===== src/rtl/spi_opseq_pkg.sv =====
package spi_opseq_pkg;

   localparam int OPC_W = 5;
   localparam int CNT_W = 9;
   localparam int CMD_W = OPC_W + CNT_W;
   localparam int BYTE_W = 8;
   localparam int LANE_N = 4;

   typedef enum logic [1:0] {
      LANE_X1 = 2'd0,
      LANE_X2 = 2'd1,
      LANE_X4 = 2'd2
   } lane_t;

   typedef enum logic [2:0] {
      K_CS_HI,
      K_CS_LO,
      K_SEND,
      K_RECV,
      K_SEND_TURN,
      K_NONE
   } kind_t;

   typedef struct packed {
      kind_t kind;
      lane_t lanes;
   } dec_t;

   function automatic dec_t decode_op(input logic [OPC_W-1:0] op);
      dec_t d;
      d.lanes = LANE_X1;
      d.kind  = K_NONE;
      case (op)
         5'h00: d.kind = K_CS_HI;
         5'h01: d.kind = K_CS_LO;
         5'h08: begin d.kind = K_SEND;      d.lanes = LANE_X1; end
         5'h09: begin d.kind = K_SEND;      d.lanes = LANE_X2; end
         5'h0A: begin d.kind = K_SEND;      d.lanes = LANE_X4; end
         5'h0C: begin d.kind = K_RECV;      d.lanes = LANE_X1; end
         5'h0E: begin d.kind = K_RECV;      d.lanes = LANE_X2; end
         5'h0F: begin d.kind = K_RECV;      d.lanes = LANE_X4; end
         5'h10: begin d.kind = K_SEND_TURN; d.lanes = LANE_X1; end
         5'h11: begin d.kind = K_SEND_TURN; d.lanes = LANE_X2; end
         5'h12: begin d.kind = K_SEND_TURN; d.lanes = LANE_X4; end
         default: d.kind = K_NONE;
      endcase
      return d;
   endfunction

endpackage


===== src/rtl/spi_opseq_fifo.sv =====
module spi_opseq_fifo #(
   parameter int W     = 8,
   parameter int DEPTH = 4
) (
   input  logic         clk,
   input  logic         rst_n,
   input  logic         push,
   input  logic [W-1:0] wdata,
   input  logic         pop,
   output logic [W-1:0] head,
   output logic         full,
   output logic         empty
);

   localparam int AW = (DEPTH > 1) ? $clog2(DEPTH) : 1;

   generate
      if (DEPTH < 2 || (DEPTH & (DEPTH - 1)) != 0) begin : g_bad_depth
         $error("spi_opseq_fifo: DEPTH must be a power of two of at least 2");
      end
      if (W < 1) begin : g_bad_width
         $error("spi_opseq_fifo: W must be positive");
      end
   endgenerate

   logic [W-1:0]  mem [DEPTH];
   logic [AW-1:0] wr_ptr, rd_ptr;
   logic [AW:0]   cnt;
   logic          do_push, do_pop;

   assign full    = (cnt == (AW+1)'(DEPTH));
   assign empty   = (cnt == '0);
   assign do_push = push && !full;
   assign do_pop  = pop && !empty;
   assign head    = mem[rd_ptr];

   always_ff @(posedge clk) begin
      if (do_push) mem[wr_ptr] <= wdata;
   end

   always_ff @(posedge clk or negedge rst_n) begin
      if (!rst_n) begin
         wr_ptr <= '0;
         rd_ptr <= '0;
         cnt    <= '0;
      end else begin
         if (do_push) wr_ptr <= wr_ptr + 1'b1;
         if (do_pop)  rd_ptr <= rd_ptr + 1'b1;
         case ({do_push, do_pop})
            2'b10:   cnt <= cnt + 1'b1;
            2'b01:   cnt <= cnt - 1'b1;
            default: cnt <= cnt;
         endcase
      end
   end

   // a push into a full queue leaves its occupancy unchanged
   assert_no_overflow_R8: assert property (@(posedge clk) disable iff (!rst_n)
      (push && full && !pop) |=> (full && cnt == $past(cnt)));

   // a pop of an empty queue leaves it empty
   assert_no_underflow_R7: assert property (@(posedge clk) disable iff (!rst_n)
      (pop && empty && !push) |=> empty);

endmodule


===== src/rtl/spi_opseq_lanes.sv =====
module spi_opseq_lanes
   import spi_opseq_pkg::*;
(
   input  lane_t               lanes,
   input  logic [BYTE_W-1:0]   src,
   input  logic [LANE_N-1:0]   dq_in,
   output logic [LANE_N-1:0]   grp_out,
   output logic [BYTE_W-1:0]   shifted,
   output logic [LANE_N-1:0]   oe_mask,
   output logic [2:0]          grp_last
);

   always_comb begin
      case (lanes)
         LANE_X1: begin
            grp_out  = {3'b000, src[7]};
            shifted  = {src[6:0], dq_in[1]};
            oe_mask  = 4'b0001;
            grp_last = 3'd7;
         end
         LANE_X2: begin
            grp_out  = {2'b00, src[7:6]};
            shifted  = {src[5:0], dq_in[1:0]};
            oe_mask  = 4'b0011;
            grp_last = 3'd3;
         end
         default: begin
            grp_out  = src[7:4];
            shifted  = {src[3:0], dq_in[3:0]};
            oe_mask  = 4'b1111;
            grp_last = 3'd1;
         end
      endcase
   end

endmodule


===== src/rtl/spi_opseq_engine.sv =====
module spi_opseq_engine
   import spi_opseq_pkg::*;
(
   input  logic                clk,
   input  logic                rst_n,
   input  logic [CMD_W-1:0]    cmd_head,
   input  logic                cmd_valid,
   output logic                cmd_pop,
   input  logic [BYTE_W-1:0]   tx_head,
   input  logic                tx_empty,
   output logic                tx_pop,
   input  logic                rx_full,
   output logic                rx_push,
   output logic [BYTE_W-1:0]   rx_data,
   output logic                sclk,
   output logic                cs_n,
   output logic [LANE_N-1:0]   dq_out,
   output logic [LANE_N-1:0]   dq_oe,
   input  logic [LANE_N-1:0]   dq_in,
   output logic                busy
);

   typedef enum logic [1:0] {ST_IDLE, ST_LOAD, ST_LO, ST_HI} st_t;

   st_t                st;
   kind_t              kind;
   lane_t              lanes;
   logic [CNT_W-1:0]   remain;
   logic [2:0]         grp;
   logic [BYTE_W-1:0]  sh;
   logic               cs_q;
   logic [LANE_N-1:0]  dout_q, oe_q;

   dec_t               dec;
   logic [CNT_W-1:0]   cmd_cnt;
   logic               is_out, load_ok;
   logic [BYTE_W-1:0]  lane_src, shifted;
   logic [LANE_N-1:0]  grp_out, oe_mask;
   logic [2:0]         grp_last;

   assign dec      = decode_op(cmd_head[CMD_W-1:CNT_W]);
   assign cmd_cnt  = cmd_head[CNT_W-1:0];
   assign is_out   = (kind == K_SEND) || (kind == K_SEND_TURN);
   assign load_ok  = (st == ST_LOAD) && (is_out ? !tx_empty : !rx_full);
   assign lane_src = (st == ST_LOAD) ? tx_head : sh;

   spi_opseq_lanes u_lanes (
      .lanes    (lanes),
      .src      (lane_src),
      .dq_in    (dq_in),
      .grp_out  (grp_out),
      .shifted  (shifted),
      .oe_mask  (oe_mask),
      .grp_last (grp_last)
   );

   assign cmd_pop = (st == ST_IDLE) && cmd_valid;
   assign tx_pop  = load_ok && is_out;
   assign rx_push = (st == ST_HI) && !is_out && (grp == 3'd0);
   assign rx_data = shifted;
   assign sclk    = (st == ST_HI);
   assign cs_n    = cs_q;
   assign dq_out  = dout_q;
   assign dq_oe   = oe_q;
   assign busy    = (st != ST_IDLE);

   always_ff @(posedge clk or negedge rst_n) begin
      if (!rst_n) begin
         st     <= ST_IDLE;
         kind   <= K_NONE;
         lanes  <= LANE_X1;
         remain <= '0;
         grp    <= '0;
         sh     <= '0;
         cs_q   <= 1'b1;
         dout_q <= '0;
         oe_q   <= '0;
      end else begin
         case (st)
            ST_IDLE: begin
               if (cmd_valid) begin
                  case (dec.kind)
                     K_CS_HI: cs_q <= 1'b1;
                     K_CS_LO: cs_q <= 1'b0;
                     K_SEND, K_RECV, K_SEND_TURN: begin
                        if (cmd_cnt != '0) begin
                           kind   <= dec.kind;
                           lanes  <= dec.lanes;
                           remain <= cmd_cnt;
                           st     <= ST_LOAD;
                        end
                     end
                     default: ;
                  endcase
               end
            end
            ST_LOAD: begin
               if (load_ok) begin
                  grp <= grp_last;
                  if (is_out) begin
                     sh     <= shifted;
                     dout_q <= grp_out;
                     oe_q   <= oe_mask;
                  end else begin
                     oe_q <= '0;
                  end
                  st <= ST_LO;
               end
            end
            ST_LO: st <= ST_HI;
            ST_HI: begin
               if (grp != 3'd0) begin
                  grp <= grp - 3'd1;
                  sh  <= shifted;
                  if (is_out) dout_q <= grp_out;
                  st <= ST_LO;
               end else begin
                  remain <= remain - 1'b1;
                  if (remain == CNT_W'(1)) begin
                     st <= ST_IDLE;
                     if (kind == K_SEND_TURN) oe_q <= '0;
                  end else begin
                     st <= ST_LOAD;
                  end
               end
            end
            default: st <= ST_IDLE;
         endcase
      end
   end

   // the clock high phase is a single system cycle
   assert_sclk_half_R12: assert property (@(posedge clk) disable iff (!rst_n)
      sclk |=> !sclk);

   // lanes and enables hold while the clock is high
   assert_data_stable_R12: assert property (@(posedge clk) disable iff (!rst_n)
      sclk |-> ($stable(dq_out) && $stable(dq_oe)));

   // bytes are only captured with every lane released
   assert_half_duplex_R4: assert property (@(posedge clk) disable iff (!rst_n)
      rx_push |-> (dq_oe == '0));

   // an empty transmit queue holds the clock low
   assert_tx_stall_R9: assert property (@(posedge clk) disable iff (!rst_n)
      (st == ST_LOAD && is_out && tx_empty) |=> (st == ST_LOAD && !sclk));

   // a full receive queue holds the clock low
   assert_rx_stall_R10: assert property (@(posedge clk) disable iff (!rst_n)
      (st == ST_LOAD && !is_out && rx_full) |=> (st == ST_LOAD && !sclk));

   // chip select only moves when a command is taken from idle
   assert_cs_hold_R2: assert property (@(posedge clk) disable iff (!rst_n)
      (st != ST_IDLE) |=> $stable(cs_n));

   // an undefined opcode touches no pin
   assert_undef_quiet_R11: assert property (@(posedge clk) disable iff (!rst_n)
      (st == ST_IDLE && cmd_valid && dec.kind == K_NONE) |=>
         (st == ST_IDLE && $stable(dq_oe) && $stable(dq_out) && $stable(cs_n)));

endmodule


===== src/rtl/spi_opseq.sv =====
module spi_opseq
   import spi_opseq_pkg::*;
#(
   parameter int CMD_DEPTH = 8,
   parameter int TX_DEPTH  = 16,
   parameter int RX_DEPTH  = 16
) (
   input  logic         clk,
   input  logic         rst_n,
   input  logic [13:0]  cmd_wdata,
   input  logic         cmd_push,
   output logic         cmd_full,
   output logic         cmd_empty,
   input  logic [7:0]   tx_wdata,
   input  logic         tx_push,
   output logic         tx_full,
   output logic [7:0]   rx_rdata,
   input  logic         rx_pop,
   output logic         rx_empty,
   output logic         sclk,
   output logic         cs_n,
   output logic [3:0]   dq_out,
   output logic [3:0]   dq_oe,
   input  logic [3:0]   dq_in
);

   generate
      if (CMD_W != 14 || BYTE_W != 8 || LANE_N != 4) begin : g_bad_shape
         $error("spi_opseq: port shape does not match package widths");
      end
   endgenerate

   logic [CMD_W-1:0]  cmd_head;
   logic              cmd_fifo_empty, cmd_pop;
   logic [BYTE_W-1:0] tx_head, rx_data;
   logic              tx_empty, tx_pop, rx_full, rx_push, busy;

   spi_opseq_fifo #(.W(CMD_W), .DEPTH(CMD_DEPTH)) u_cmdq (
      .clk(clk), .rst_n(rst_n),
      .push(cmd_push), .wdata(cmd_wdata),
      .pop(cmd_pop), .head(cmd_head),
      .full(cmd_full), .empty(cmd_fifo_empty)
   );

   spi_opseq_fifo #(.W(BYTE_W), .DEPTH(TX_DEPTH)) u_txq (
      .clk(clk), .rst_n(rst_n),
      .push(tx_push), .wdata(tx_wdata),
      .pop(tx_pop), .head(tx_head),
      .full(tx_full), .empty(tx_empty)
   );

   spi_opseq_fifo #(.W(BYTE_W), .DEPTH(RX_DEPTH)) u_rxq (
      .clk(clk), .rst_n(rst_n),
      .push(rx_push), .wdata(rx_data),
      .pop(rx_pop), .head(rx_rdata),
      .full(rx_full), .empty(rx_empty)
   );

   spi_opseq_engine u_engine (
      .clk(clk), .rst_n(rst_n),
      .cmd_head(cmd_head), .cmd_valid(!cmd_fifo_empty), .cmd_pop(cmd_pop),
      .tx_head(tx_head), .tx_empty(tx_empty), .tx_pop(tx_pop),
      .rx_full(rx_full), .rx_push(rx_push), .rx_data(rx_data),
      .sclk(sclk), .cs_n(cs_n), .dq_out(dq_out), .dq_oe(dq_oe),
      .dq_in(dq_in), .busy(busy)
   );

   assign cmd_empty = cmd_fifo_empty && !busy;

   // a reported completion never coincides with clock activity
   assert_done_quiet_R6: assert property (@(posedge clk) disable iff (!rst_n)
      cmd_empty |-> !sclk);

   // an empty flag is never raised while a command is in the queue
   assert_done_queue_R6: assert property (@(posedge clk) disable iff (!rst_n)
      cmd_empty |-> cmd_fifo_empty);

endmodule


===== config.mk =====
export PLATFORM = sky130hd
export DESIGN_NAME = spi_opseq
export DESIGN_NICKNAME = d
export VERILOG_FILES = /design/src/rtl/spi_opseq_pkg.sv /design/src/rtl/spi_opseq_fifo.sv /design/src/rtl/spi_opseq_lanes.sv /design/src/rtl/spi_opseq_engine.sv /design/src/rtl/spi_opseq.sv
export SDC_FILE = /design/constraint.sdc
export NUM_CORES = 1
export LEC_CHECK = 0
export BUFFER_PORTS_ARGS = -buffer_cell sky130_fd_sc_hd__buf_4
export CORE_UTILIZATION = 55
export CTS_CLUSTER_DIAMETER = 120
export CTS_CLUSTER_SIZE = 10
export DETAILED_ROUTE_END_ITERATION = 7
export GPL_ROUTABILITY_DRIVEN = 0
export PLACE_DENSITY_LB_ADDON = 0.08
export SLEW_MARGIN = 15
export SYNTH_ARGS = -nofsm -noshare
export SYNTH_HDL_FRONTEND = slang
export SYNTH_HIERARCHICAL = 1
export SYNTH_SLANG_ARGS = --single-unit

===== constraint.sdc =====
create_clock -name clk -period 3.55 [get_ports clk]
set_input_delay 0.355 -clock clk [delete_from_list [all_inputs] [get_ports clk]]
set_output_delay 0.355 -clock clk [all_outputs]
set_load 0.03 [all_outputs]

After elaboration in Yosys (flattened, before gate mapping)
Memory sizes are Yosys's and may differ from the RTL's.
Cells that the tools add are included.
{"block": "op_classes", "add_sub_neg": 14, "eq_ne": 39, "n_mux": 47, "bitwise": 1, "reduce_logical": 51}
{"op": "4-bit one-hot mux with 2 select lines", "count": 5}
{"op": "9-bit two-way mux", "count": 4}
{"op": "4-bit two-way mux", "count": 8}
{"op": "8-bit two-way mux", "count": 4}
{"op": "8-bit one-hot mux with 2 select lines", "count": 2}
{"op": "5-bit by 4-bit equality test with 1-bit output (second input constant)", "count": 6}
{"op": "5-bit equality test (second input constant)", "count": 5}
{"op": "4-bit by 1-bit adder with 4-bit output (second input constant)", "count": 5}
{"op": "5-bit one-hot mux with 2 select lines", "count": 2}
{"op": "9-bit one-hot mux with 2 select lines", "count": 1}
{"op": "3-bit OR reduction", "count": 6}
{"op": "5-bit zero test", "count": 3}
{"op": "3-bit one-hot mux with 5 select lines", "count": 1}
{"op": "2-bit nonzero test", "count": 7}
{"op": "1-bit logical AND", "count": 12}
{"op": "3-bit one-hot mux with 2 select lines", "count": 2}
{"op": "4-bit AND reduction", "count": 3}
{"op": "5-bit by 1-bit adder with 5-bit output (second input constant)", "count": 2}
{"op": "2-bit by 1-bit equality test with 1-bit output (second input constant)", "count": 5}
{"op": "2-bit equality test (second input constant)", "count": 5}
{"op": "2-bit two-way mux", "count": 5}
{"op": "2-bit by 1-bit != test with 1-bit output (second input constant)", "count": 5}
{"op": "5-bit AND reduction", "count": 2}
{"op": "5-bit by 1-bit subtractor with 5-bit output (second input constant)", "count": 2}
{"op": "25 further kinds", "count": 50}
{"block": "word_totals", "regBits": 72, "ramBits": 368, "input_bits": 31, "elab_cells": 173, "memories": 3}
{"name": "u_rxq.mem", "depth": 16, "word_bits": 8, "rd": 1, "rd_clocked_by_memory_dff": 0, "wr": 1, "line": "spi_opseq_fifo.sv:26", "text": "logic [W-1:0] mem [DEPTH];"}
{"name": "u_txq.mem", "depth": 16, "word_bits": 8, "rd": 1, "rd_clocked_by_memory_dff": 0, "wr": 1, "line": "spi_opseq_fifo.sv:26"}
{"name": "u_cmdq.mem", "depth": 8, "word_bits": 14, "rd": 1, "rd_clocked_by_memory_dff": 0, "wr": 1, "line": "spi_opseq_fifo.sv:26"}

Longest topological paths before layout
Gate-level depths: netlist of run 1.
An unclocked memory read counts as a cell.
{"block": "logic_depth", "ltp_word": 9, "ltp_mapped": 16}

Modules after synthesis
The synthesis of run 1 kept the hierarchy.
{"module": "spi_opseq_fifo (u_rxq ...)", "n_inst": 2, "cells_per_inst": 332, "area_each_um2": 5779.3, "seq_area_each_um2": 4169.0}
{"module": "spi_opseq_fifo (u_cmdq)", "n_inst": 1, "cells_per_inst": 229, "area_each_um2": 4867.2, "seq_area_each_um2": 3613.5}
{"module": "spi_opseq_engine", "n_inst": 1, "cells_per_inst": 248, "area_each_um2": 2318.5, "seq_area_each_um2": 904.6}
{"module": "spi_opseq_lanes", "n_inst": 1, "cells_per_inst": 39, "area_each_um2": 272.8, "seq_area_each_um2": 0.0}
{"module": "spi_opseq", "n_inst": 1, "cells_per_inst": 2, "area_each_um2": 17.5, "seq_area_each_um2": 0.0}

Least setup slack after synthesis of run 1
No wires, ideal clock.
{"block": "synth_path", "path_type": "reg-to-reg", "startpoint": "register u_engine.grp[0]", "endpoint": "register u_rxq.cnt[4]", "setup_ps": 123, "arrival_ps": 2822, "required_time_ps": 3427, "path_slack_ps": 605, "path_stages_with_launch": 16, "path_buffers": 2, "period_less_slack_ps": 2945, "cell_sequence": "dfrtp_1 inv_1 ha_1 and4b_1 clkbuf_1 nor2b_1 and2_1 buf_2 inv_1 ha_1 ha_1 nor2b_1 o21ai_0 a21oi_1 or3b_1 xnor2_1"}
{"block": "synth_via", "elab_chain_cells": 5, "word_cells_on_any_way": 7, "classes_between": "2 x eq/ne; 1 x mux; 4 x reduce/logical"}
{"element": "start, declared", "line": "spi_opseq_engine.sv:29", "text": "logic [2:0] grp;"}
{"element": "start signal, assigned", "line": "spi_opseq_engine.sv:99", "text": "grp <= grp_last;"}
{"element": "start signal, assigned", "line": "spi_opseq_engine.sv:113", "text": "grp <= grp - 3'd1;"}
{"element": "3-bit zero test *", "line": "spi_opseq_engine.sv:59", "text": "assign rx_push = (st == ST_HI) && !is_out && (grp == 3'd0);"}
{"element": "1-bit logical AND *", "line": "spi_opseq_engine.sv:59"}
{"element": "via rx_push", "line": "spi_opseq.sv:36", "text": "logic tx_empty, tx_pop, rx_full, rx_push, busy;"}
{"element": "1-bit logical AND *", "line": "spi_opseq_fifo.sv:33", "text": "assign do_push = push && !full;"}
{"element": "2-bit by 1-bit equality test with 1-bit output / 2-bit equality test (equally long branches)", "line": "spi_opseq_fifo.sv:49", "text": "case ({do_push, do_pop})"}
{"element": "5-bit one-hot mux with 2 select lines / 2-bit nonzero test (equally long branches)"}
{"element": "end signal, assigned", "line": "spi_opseq_fifo.sv:50", "text": "2'b10: cnt <= cnt + 1'b1;"}
{"element": "end signal, assigned", "line": "spi_opseq_fifo.sv:51", "text": "2'b01: cnt <= cnt - 1'b1;"}
{"element": "end signal, assigned", "line": "spi_opseq_fifo.sv:52", "text": "default: cnt <= cnt;"}
{"element": "end, declared", "line": "spi_opseq_fifo.sv:28", "text": "logic [AW:0] cnt;"}
The timed path passes the listed nets; every way through them passes the cells marked *.
A chain may end at the register's enable or synchronous reset.

Worst setup path in the final report of run 1
{"block": "layout_path", "startpoint": "register u_cmdq.cnt[0]", "endpoint": "register u_cmdq.cnt[3]"}
{"block": "layout_via", "elab_chain_cells": 6, "word_cells_on_any_way": 13, "classes_between": "2 x add/sub; 3 x eq/ne; 1 x mux; 7 x reduce/logical"}
{"element": "start, declared", "line": "spi_opseq_fifo.sv:28"}
{"element": "start signal, assigned", "line": "spi_opseq_fifo.sv:50"}
{"element": "start signal, assigned", "line": "spi_opseq_fifo.sv:51"}
{"element": "start signal, assigned", "line": "spi_opseq_fifo.sv:52"}
{"element": "4-bit zero test *", "line": "spi_opseq_fifo.sv:32", "text": "assign empty = (cnt == '0);"}
{"element": "via cmd_fifo_empty", "line": "spi_opseq.sv:34", "text": "logic cmd_fifo_empty, cmd_pop;"}
{"element": "1-bit zero test *", "line": "spi_opseq.sv:61", "text": ".cmd_head(cmd_head), .cmd_valid(!cmd_fifo_empty), .cmd_pop(cmd_pop),"}
{"element": "1-bit logical AND *", "line": "spi_opseq_engine.sv:57", "text": "assign cmd_pop = (st == ST_IDLE) && cmd_valid;"}
{"element": "via cmd_pop", "line": "spi_opseq.sv:34"}
{"element": "1-bit logical AND *", "line": "spi_opseq_fifo.sv:34", "text": "assign do_pop = pop && !empty;"}
{"element": "via u_cmdq.do_pop", "line": "spi_opseq_fifo.sv:29", "text": "logic do_push, do_pop;"}
{"element": "2-bit by 1-bit equality test with 1-bit output / 2-bit equality test (equally long branches)", "line": "spi_opseq_fifo.sv:49"}
{"element": "4-bit one-hot mux with 2 select lines / 2-bit nonzero test (equally long branches)"}
Marked as above.

==> results.sh, run 1 <==
export IMPL_die_w_um=188.0
export IMPL_stdcell_count=1766
export IMPL_yosys_warnings=6
export IMPL_coreArea_um2=33780
export IMPL_crit_family="simple AND/OR/NAND/NOR gates"
export IMPL_grt_max_degree=65
export IMPL_synth_area_leaders="edfxtp_1 58%, dfrtp_1 9.1%, mux4_2 7.1%"
export IMPL_grtUsageTotal=0.2242
export IMPL_drt_total_wl_mm=38.24
export IMPL_grt_pass1_vias=10496
export IMPL_critical_path_class="register to register"
export IMPL_p_leak_nw=7.603
export IMPL_cts_buffers=49
export IMPL_top_usage_layer="met2"
export IMPL_drtAntennaViolNets=0
export IMPL_fin_util=0.6344
export IMPL_synth_top_area_cell="edfxtp_1"
export IMPL_fp_row_count=67
export IMPL_synth_area_per_cell_um2=16.10
export IMPL_gr_total_overflow=0
export IMPL_hold_depth=1
export IMPL_finalNetCount=1339
export IMPL_rr_endpoint="u_cmdq/cnt[3]"
export IMPL_fin_setup_tns_ns=0
export IMPL_min_from="cmd_wdata[7]"
export IMPL_synth_edf_count=368
export IMPL_power_density_nw_per_um2=839.4
export IMPL_met2_usage=0.3711
export IMPL_r2r_start="u_cmdq/cnt[0]"
export IMPL_path_clk_slew_ns=0.06
export IMPL_whs_ns=0.02748
export IMPL_synthToLayoutAreaGrowth_pct=12.60
export IMPL_vias_per_cell=5.839
export IMPL_cts_max_level=2
export IMPL_required_ns=3.99
export IMPL_min_to="u_cmdq/mem[0][7]"
export IMPL_hold_class="input port to register"
export IMPL_io_buffer_count=52
export IMPL_ctsResizeCount=0
export IMPL_finalHoldViolCount=0
export IMPL_cts_tree="built"
export IMPL_grt_pass1_wl_mm=60.01
export IMPL_maxSlewHeadroom=0.2522
export IMPL_fin_skew_ns=0.01800
export IMPL_worstSkewPairLatency_ns=0.57
export IMPL_crit_chain="nor4_1 -> inv_1 -> and2_0 -> o41ai_2 -> inv_1 -> ha_1 -> ha_1 -> or4b_2 -> o311ai_0 -> o211ai_1"
export IMPL_synth_top_area_share=0.5806
export IMPL_outcome="finished, final reports clean"
export IMPL_r2r_slack_ns=0.39
export IMPL_yosysMostFrequentCell="edfxtp_1"
export IMPL_end_kind="register"
export IMPL_start_util=0.5634
export IMPL_worst_pin_slew_ns=1.114
export IMPL_ios=53
export IMPL_clkPwrFrac=0.249
export IMPL_power_switching_mw=6.071
export IMPL_post_dp_hpwl_mm=25.09
export IMPL_wl_per_cell_um=21.66
export IMPL_dp_cells=1665
export IMPL_vias=10311
export IMPL_synthFlopType="edfxtp_1"
export IMPL_antenna_cells=0
export IMPL_path_max_fanout=9
export IMPL_post_place_ws_ns=0.4061
export IMPL_syn_cell_area_um2=19030
export IMPL_ys_seq_elements=440
export IMPL_synth_cell_types=75
export IMPL_synth_common_cells="368 x edfxtp_1, 88 x nand2_1, 69 x dfrtp_1, 62 x mux2i_1, 60 x mux4_2"
export IMPL_path_buf_inv=2
export IMPL_cts_root_buffer="clkbuf_16"
export IMPL_fin_area_um2=21430
export IMPL_fmax_ghz=0.3160
export IMPL_combPwrFrac=0.334
export IMPL_setup_viol=0
export IMPL_cts_sinks=440
export IMPL_critPathMaxStageDelay_ns=0.64
export IMPL_critPathSlowestCell="or4b_2"
export IMPL_met1_usage=0.3035
export IMPL_p_int_mw=11.92
export IMPL_grt_antenna_before_repair=0
export IMPL_clockBufferDepth=3
export IMPL_synth_seq_area_share=0.6754
export IMPL_post_route_min_period_ns=3.164
export IMPL_slew_viol_final=0
export IMPL_fin_crit_sh=0.8913
export IMPL_rsz0062_at_grt="false"
export IMPL_drt_iter0_drc=801
export IMPL_dieArea_um2=35360
export IMPL_crit_cells=10
export IMPL_maxCapViolations=0
export IMPL_drive_gt1_frac=0.2200
export IMPL_dr_pass1_iters=5
export IMPL_placedInstanceArea_um2=19940
export IMPL_ir_worst_vdd_v=0.0007097
export IMPL_swShare=0.3374
export IMPL_drcViolationCount=0
export IMPL_use_met3=0.03856
export IMPL_sequentialPowerShare=0.417
export IMPL_start_kind="register"
export IMPL_fin_ws_ns=0.3859
export IMPL_power_mw=17.99
export IMPL_ys_async_sr_fraction=0.1636
export IMPL_worstPathArrival_ns=3.61
export IMPL_syn_inst=1182
export IMPL_die_h_um=188.0
export IMPL_reg2regPathDepth=10
## repair_timing
action,4_1_cts,5_1_grt
hold buffers,10,0
buffers inserted,0,0
endpoints found under the hold margin,122,0
## placed cells by master (no fill, tap or decap), types with 48 or more instances in the layout
master	netlist	layout
buf_4	4	99
clkbuf_16	0	49
dfrtp_1	69	66
edfxtp_1	368	368
mux2_2	48	48
mux2i_1	62	62
mux4_2	60	60
nand2_1	88	88
o21ai_0	58	53
## worst reg2reg max path, stage by stage, from the launching register on
cell	delay, ns
dfrtp_1	0.46
nor4_1	0.40
inv_1	0.17
and2_0	0.20
o41ai_2	0.10
inv_1	0.15
ha_1	0.31
ha_1	0.37
or4b_2	0.64
o311ai_0	0.13
o211ai_1	0.12
## sequential cells by signal, summed over array words and instances, names as in the netlist, 2 cells and up
name             cells
u_cmdq/cnt           4
u_cmdq/mem         112
u_cmdq/rd_ptr        3
u_cmdq/wr_ptr        3
u_engine/dq_oe       4
u_engine/dq_out      4
u_engine/grp         3
u_engine/kind        3
u_engine/lanes       2
u_engine/remain      9
u_engine/sh          8
u_engine/st          2
u_rxq/cnt            5
u_rxq/mem          128
u_rxq/rd_ptr         4
u_rxq/wr_ptr         4
u_txq/cnt            5
u_txq/mem          128
u_txq/rd_ptr         4
u_txq/wr_ptr         4
## worst max path at each step
stage / start / to / slack (ns)
after floorplan: u_engine/grp[0] / u_rxq/cnt[4] / 0.61
after global placement: u_txq/cnt[0] / u_txq/cnt[4] / 0.49
after detailed placement: u_cmdq/cnt[0] / u_cmdq/cnt[3] / 0.41
after CTS: u_cmdq/cnt[0] / u_cmdq/cnt[3] / 0.39
after global routing: u_cmdq/cnt[0] / u_cmdq/cnt[3] / 0.13
final: u_cmdq/cnt[0] / u_cmdq/cnt[3] / 0.39
## area by class of cell
class	instances	area, um2
inverters	40	150.1
multi-input cells	637	5605
clock buffers	89	1376
clock inverters	2	17.52
flip-flops and latches	440	12860
fillers	2446	12350
repair buffers	110	863.3
well taps	448	560.5
## cells by family after synthesis
family                   Yosys count  synth area share
AO/OA/AOI/OAI                    170           0.06034
XOR/XNOR                          30           0.01420
adder cells (fa/ha/maj)           30           0.02090
other                              1         0.0001970
multiplexers                     177            0.1369
buffers and inverters            106           0.03149
AND/OR/NAND/NOR                  228           0.06054
flip-flops                       440            0.6754
## routing by layer
metal,share of wire,wire length (um)
met5,0,0
met4,0.022,834
met3,0.052,1998
met2,0.49,18870
met1,0.43,16540
## power by group through the flow
| stage | logic [mW] | clock network [mW] | registers (mW) |
|---|---|---|---|
| floorplan | 4.66 | 0 | 7.23 |
| global placement | 5.94 | 0 | 7.56 |
| detailed placement | 6.05 | 0 | 7.60 |
| CTS | 6.08 | 4.60 | 7.50 |
| global route | 6.58 | 4.79 | 7.60 |
| finish | 6.01 | 4.48 | 7.49 |
No activity file was read; power rests on OpenSTA's default activity.
==> run 2, diff against run 1 <==
- CTS_BUF_LIST: unset -> sky130_fd_sc_hd__clkbuf_4 sky130_fd_sc_hd__clkbuf_8 sky130_fd_sc_hd__clkbuf_16
==> results.sh, run 2 (synthesis results as in run 1) <==
export IMPL_worst_pin_slew_ns=1.102
export IMPL_stdcell_count=1766
export IMPL_path_max_fanout=9
export IMPL_dp_cells=1665
export IMPL_finalHoldViolCount=0
export IMPL_finalNetCount=1339
export IMPL_fp_row_count=67
export IMPL_p_int_mw=12.23
export IMPL_start_util=0.5634
export IMPL_vias=10339
export IMPL_ir_worst_vdd_v=0.0007317
export IMPL_fin_crit_sh=0.8911
export IMPL_final_cell_mix="368 x edfxtp_1, 99 x buf_4, 88 x nand2_1"
export IMPL_drcViolationCount=0
export IMPL_dieArea_um2=35360
export IMPL_cts_root_buffer="clkbuf_16"
export IMPL_grt_max_degree=65
export IMPL_crit_chain="nor4_1 -> inv_1 -> and2_0 -> o41ai_2 -> inv_1 -> ha_1 -> ha_1 -> or4b_2 -> o311ai_0 -> o211ai_1"
export IMPL_start_kind="register"
export IMPL_required_ns=3.99
export IMPL_power_density_nw_per_um2=848.0
export IMPL_wl_per_cell_um=21.66
export IMPL_critPathMaxStageDelay_ns=0.64
export IMPL_end_kind="register"
export IMPL_setup_viol=0
export IMPL_vias_per_cell=5.854
export IMPL_grtUsageTotal=0.2243
export IMPL_combPwrFrac=0.329
export IMPL_rsz0062_at_grt="false"
export IMPL_fin_util=0.6389
export IMPL_power_switching_mw=6.078
export IMPL_p_leak_nw=7.740
export IMPL_sequentialPowerShare=0.409
export IMPL_slew_viol_final=0
export IMPL_grt_pass1_vias=10454
export IMPL_grt_pass1_wl_mm=60.06
export IMPL_worstPathArrival_ns=3.61
export IMPL_post_route_min_period_ns=3.163
export IMPL_path_clk_slew_ns=0.06
export IMPL_dr_pass1_iters=5
export IMPL_clockBufferDepth=3
export IMPL_cts_buffers=49
export IMPL_worstSkewPairLatency_ns=0.58
export IMPL_drtAntennaViolNets=0
export IMPL_clkPwrFrac=0.262
export IMPL_fmax_ghz=0.3161
export IMPL_crit_family="simple AND/OR/NAND/NOR gates"
export IMPL_io_buffer_count=52
export IMPL_cts_sinks=440
export IMPL_placedInstanceArea_um2=19940
export IMPL_antenna_cells=0
export IMPL_cts_tree="built"
export IMPL_outcome="finished, final reports clean"
export IMPL_drt_iter0_drc=827
export IMPL_critPathSlowestCell="or4b_2"
export IMPL_swShare=0.3321
export IMPL_maxCapViolations=0
export IMPL_fin_skew_ns=0.01808
export IMPL_synthToLayoutAreaGrowth_pct=13.39
export IMPL_critical_path_class="register to register"
export IMPL_die_h_um=188.0
export IMPL_final_common_cell="edfxtp_1"
export IMPL_ctsResizeCount=0
export IMPL_post_dp_hpwl_mm=25.09
export IMPL_grt_antenna_before_repair=0
export IMPL_reg_top3="u_rxq/mem (128), u_txq/mem (128), u_cmdq/mem (112)"
export IMPL_coreArea_um2=33780
export IMPL_die_w_um=188.0
export IMPL_drive_gt1_frac=0.2504
export IMPL_fin_area_um2=21580
export IMPL_cts_max_level=2
export IMPL_ios=53
export IMPL_gr_total_overflow=0
export IMPL_path_buf_inv=2
export IMPL_hold_class="input port to register"
export IMPL_drt_total_wl_mm=38.25
export IMPL_maxSlewHeadroom=0.2601
export IMPL_fin_setup_tns_ns=0
==> run 2: cell types whose count changed in the layout (fill, tap and decap cells not counted) <==
cell / delta
clkbuf_1: -40
clkbuf_4: +40
==> run 2: per-stage QoR <==
step | power [mW] | hold slack, ns | worst slack [ns]
floorplan | 11.89 | 0.05941 | 0.6050
global placement | 13.50 | 0.4671 | 0.4932
detailed placement | 13.65 | 0.4669 | 0.4061
CTS | 18.48 | 0.001713 | 0.3880
global route | 19.27 | 0.01571 | 0.1334
finish | 18.30 | 0.02712 | 0.3868
==> run 2: path summary, 6_finish.rpt <==
path	from	end	slack, ns	cells past startpoint
min reg2reg	u_engine/cs_n	u_engine/cs_n	0.47	2
max in group asynchronous	rst_n	u_engine/cs_n	2.32	3
min in group asynchronous	rst_n	u_cmdq/wr_ptr[1]	0.46	2
min	cmd_wdata[7]	u_cmdq/mem[0][7]	0.03	1
max	u_cmdq/cnt[0]	u_cmdq/cnt[3]	0.39	10
max reg2reg	u_cmdq/cnt[0]	u_cmdq/cnt[3]	0.39	10
==> run 2: what timing repair did <==
item | in CTS | in global routing
hold buffers | 10 | 0
setup buffers | 0 | 0
endpoints found under the hold margin | 122 | 0
==> run 2: power by group through the flow <==
stage / Sequential, mW / Clock (mW) / Combinational (mW)
after global routing: 7.60 / 5.10 / 6.57
after CTS: 7.50 / 4.91 / 6.08
after floorplan: 7.23 / 0 / 4.66
after detailed placement: 7.60 / 0 / 6.05
after global placement: 7.56 / 0 / 5.94
final: 7.49 / 4.80 / 6.01
==> run 2: worst register-to-register path, delay by kind of cell (launching register included) <==
kind | cells | cell delay [ns]
buffers and inverters | 2 | 0.32
flip-flops | 1 | 0.46
AND/OR/NAND/NOR | 3 | 1.24
AO/OA/AOI/OAI | 3 | 0.35
adder cells (fa/ha/maj) | 2 | 0.68
==> run 2: area by class of cell <==
type                    instances  area (um2)
clock buffers                  89        1526
clock inverters                 2       17.52
fillers                      2407       12200
inverters                      40       150.1
multi-input cells             637        5605
flip-flops and latches        440       12860
well taps                     448       560.5
repair buffers                110       863.3
==> run 2: routing by layer <==
layer  part of all wire  up-vias  GRT usage
met5                  0        -          0
met4              0.019        0    0.06660
met3              0.048       52    0.03519
met2               0.49      253     0.3721
met1               0.44     5276     0.3077
li1                   -     4758          -
==> run 3, diff against run 2 <==
- RECOVER_POWER: unset -> 100
==> results.sh, run 3 (synthesis results as in run 1) <==
export IMPL_reg_top3="u_rxq/mem (128), u_txq/mem (128), u_cmdq/mem (112)"
export IMPL_fin_area_um2=21280
export IMPL_grtUsageTotal=0.2243
export IMPL_dieArea_um2=35360
export IMPL_setup_viol=0
export IMPL_grt_max_degree=65
export IMPL_dr_pass1_iters=6
export IMPL_start_kind="register"
export IMPL_drcViolationCount=0
export IMPL_power_density_nw_per_um2=849.1
export IMPL_hold_class="input port to register"
export IMPL_finalNetCount=1339
export IMPL_required_ns=3.19
export IMPL_drt_total_wl_mm=38.19
export IMPL_violations="capacitance limit, slew limit"
export IMPL_drive_gt1_frac=0.1935
export IMPL_cts_sinks=440
export IMPL_drtAntennaViolNets=0
export IMPL_cts_buffers=49
export IMPL_wl_per_cell_um=21.61
export IMPL_fin_skew_ns=0.01578
export IMPL_ios=53
export IMPL_critPathMaxStageDelay_ns=0.72
export IMPL_maxCapViolations=3
export IMPL_fp_row_count=67
export IMPL_grt_pass1_wl_mm=60.06
export IMPL_power_mw=18.06
export IMPL_clockBufferDepth=3
export IMPL_critical_path_class="register to primary output"
export IMPL_io_buffer_count=52
export IMPL_rsz0062_at_grt="false"
export IMPL_start_util=0.5634
export IMPL_drt_iter0_drc=855
export IMPL_path_max_fanout=19
export IMPL_dp_cells=1665
export IMPL_fin_crit_sh=0.9278
export IMPL_end_kind="primary output"
export IMPL_gr_total_overflow=0
export IMPL_coreArea_um2=33780
export IMPL_post_dp_hpwl_mm=25.09
export IMPL_finalHoldViolCount=0
export IMPL_grt_pass1_vias=10454
export IMPL_cts_tree="built"
export IMPL_p_leak_nw=7.462
export IMPL_fin_setup_tns_ns=0
export IMPL_worstPathArrival_ns=2.94
export IMPL_vias=10375
export IMPL_fillers=2484
export IMPL_ir_worst_vdd_v=0.0006583
export IMPL_synthToLayoutAreaGrowth_pct=11.77
export IMPL_final_cell_mix="368 x edfxtp_1, 91 x nand2_1, 66 x dfrtp_1"
export IMPL_die_w_um=188.0
export IMPL_final_common_cell="edfxtp_1"
export IMPL_crit_chain="clkbuf_2 -> mux2i_1 -> a221oi_1 -> o21ai_0 -> nand2_1 -> clkbuf_1"
export IMPL_path_clk_slew_ns=0.06
export IMPL_slew_viol_final=95
export IMPL_critPathSlowestCell="dfrtp_2"
export IMPL_ctsResizeCount=0
export IMPL_post_route_min_period_ns=3.294
export IMPL_cts_root_buffer="clkbuf_16"
export IMPL_fmax_ghz=0.3036
export IMPL_placedInstanceArea_um2=19940
export IMPL_worst_pin_slew_ns=1.829
export IMPL_stdcell_count=1767
export IMPL_vias_per_cell=5.872
export IMPL_outcome="finished with violations"
export IMPL_cts_max_level=2
export IMPL_grt_antenna_before_repair=0
export IMPL_die_h_um=188.0
export IMPL_worstSkewPairLatency_ns=0.57
export IMPL_maxSlewHeadroom=-0.2193
run 3: routing by layer:
metal | global-route usage | vias up | wire, um
met5 | 0 | - | 0
met4 | 0.06660 | 0 | 733
met3 | 0.03519 | 49 | 1929
met2 | 0.3721 | 270 | 18870
met1 | 0.3077 | 5288 | 16660
li1 | - | 4768 | -
run 3: final timing paths:
check / startpoint / end / slack (ns) / depth (start not counted)
worst max-delay path: u_rxq/rd_ptr[0] / rx_rdata[1] / 0.26 / 6
max in group asynchronous: rst_n / u_rxq/rd_ptr[0] / 1.48 / 2
worst min-delay path: cmd_push / u_cmdq/wr_ptr[2] / 0.09 / 3
min in group asynchronous: rst_n / u_cmdq/wr_ptr[1] / 0.81 / 2
worst min register to register: u_engine/cs_n / u_engine/cs_n / 0.47 / 2
worst max register to register: u_cmdq/rd_ptr[0] / u_engine/lanes[0] / 0.32 / 7
run 3: through the flow:
| step | setup WS, ns | hold slack (ns) | utilization |
|---|---|---|---|
| floorplan | 0.6050 | 0.05941 | - |
| global route | 0.07220 | 0.1010 | 0.6297 |
| finish | 0.2564 | 0.08643 | 0.6298 |
| detailed placement | 0.4061 | 0.4669 | 0.5902 |
| global placement | 0.4932 | 0.4671 | 0.5902 |
| CTS | 0.3880 | 0.001713 | 0.6389 |
run 3: final cells by class:
class	count	area (um2)	area share
flip-flops and latches	440	12860	0.6044
diodes	1	2.502	0.0001176
multi-input cells	637	5544	0.2606
clock inverters	2	17.52	0.0008233
inverters	40	150.1	0.007057
well taps	448	560.5	0.02635
clock buffers	89	1526	0.07175
repair buffers	110	614.3	0.02888
run 3: report_power, final:
part	switching (mW)	internal, mW
logic	3.43	2.36
registers	0.707	6.78
clock network	1.89	2.90
total	6.03	12.0
run 3: timing repair:
item                                   CTS  global route
buffers inserted                         0             0
endpoints found under the hold margin  122             0
hold buffers                            10             0
run 3: critical path, delay by kind of cell (launching register included):
kind / cells / cell delay [ns]
flops: 1 / 0.72
compound gates: 2 / 0.53
simple gates: 1 / 0.12
mux: 1 / 0.15
buf+inv: 2 / 0.84
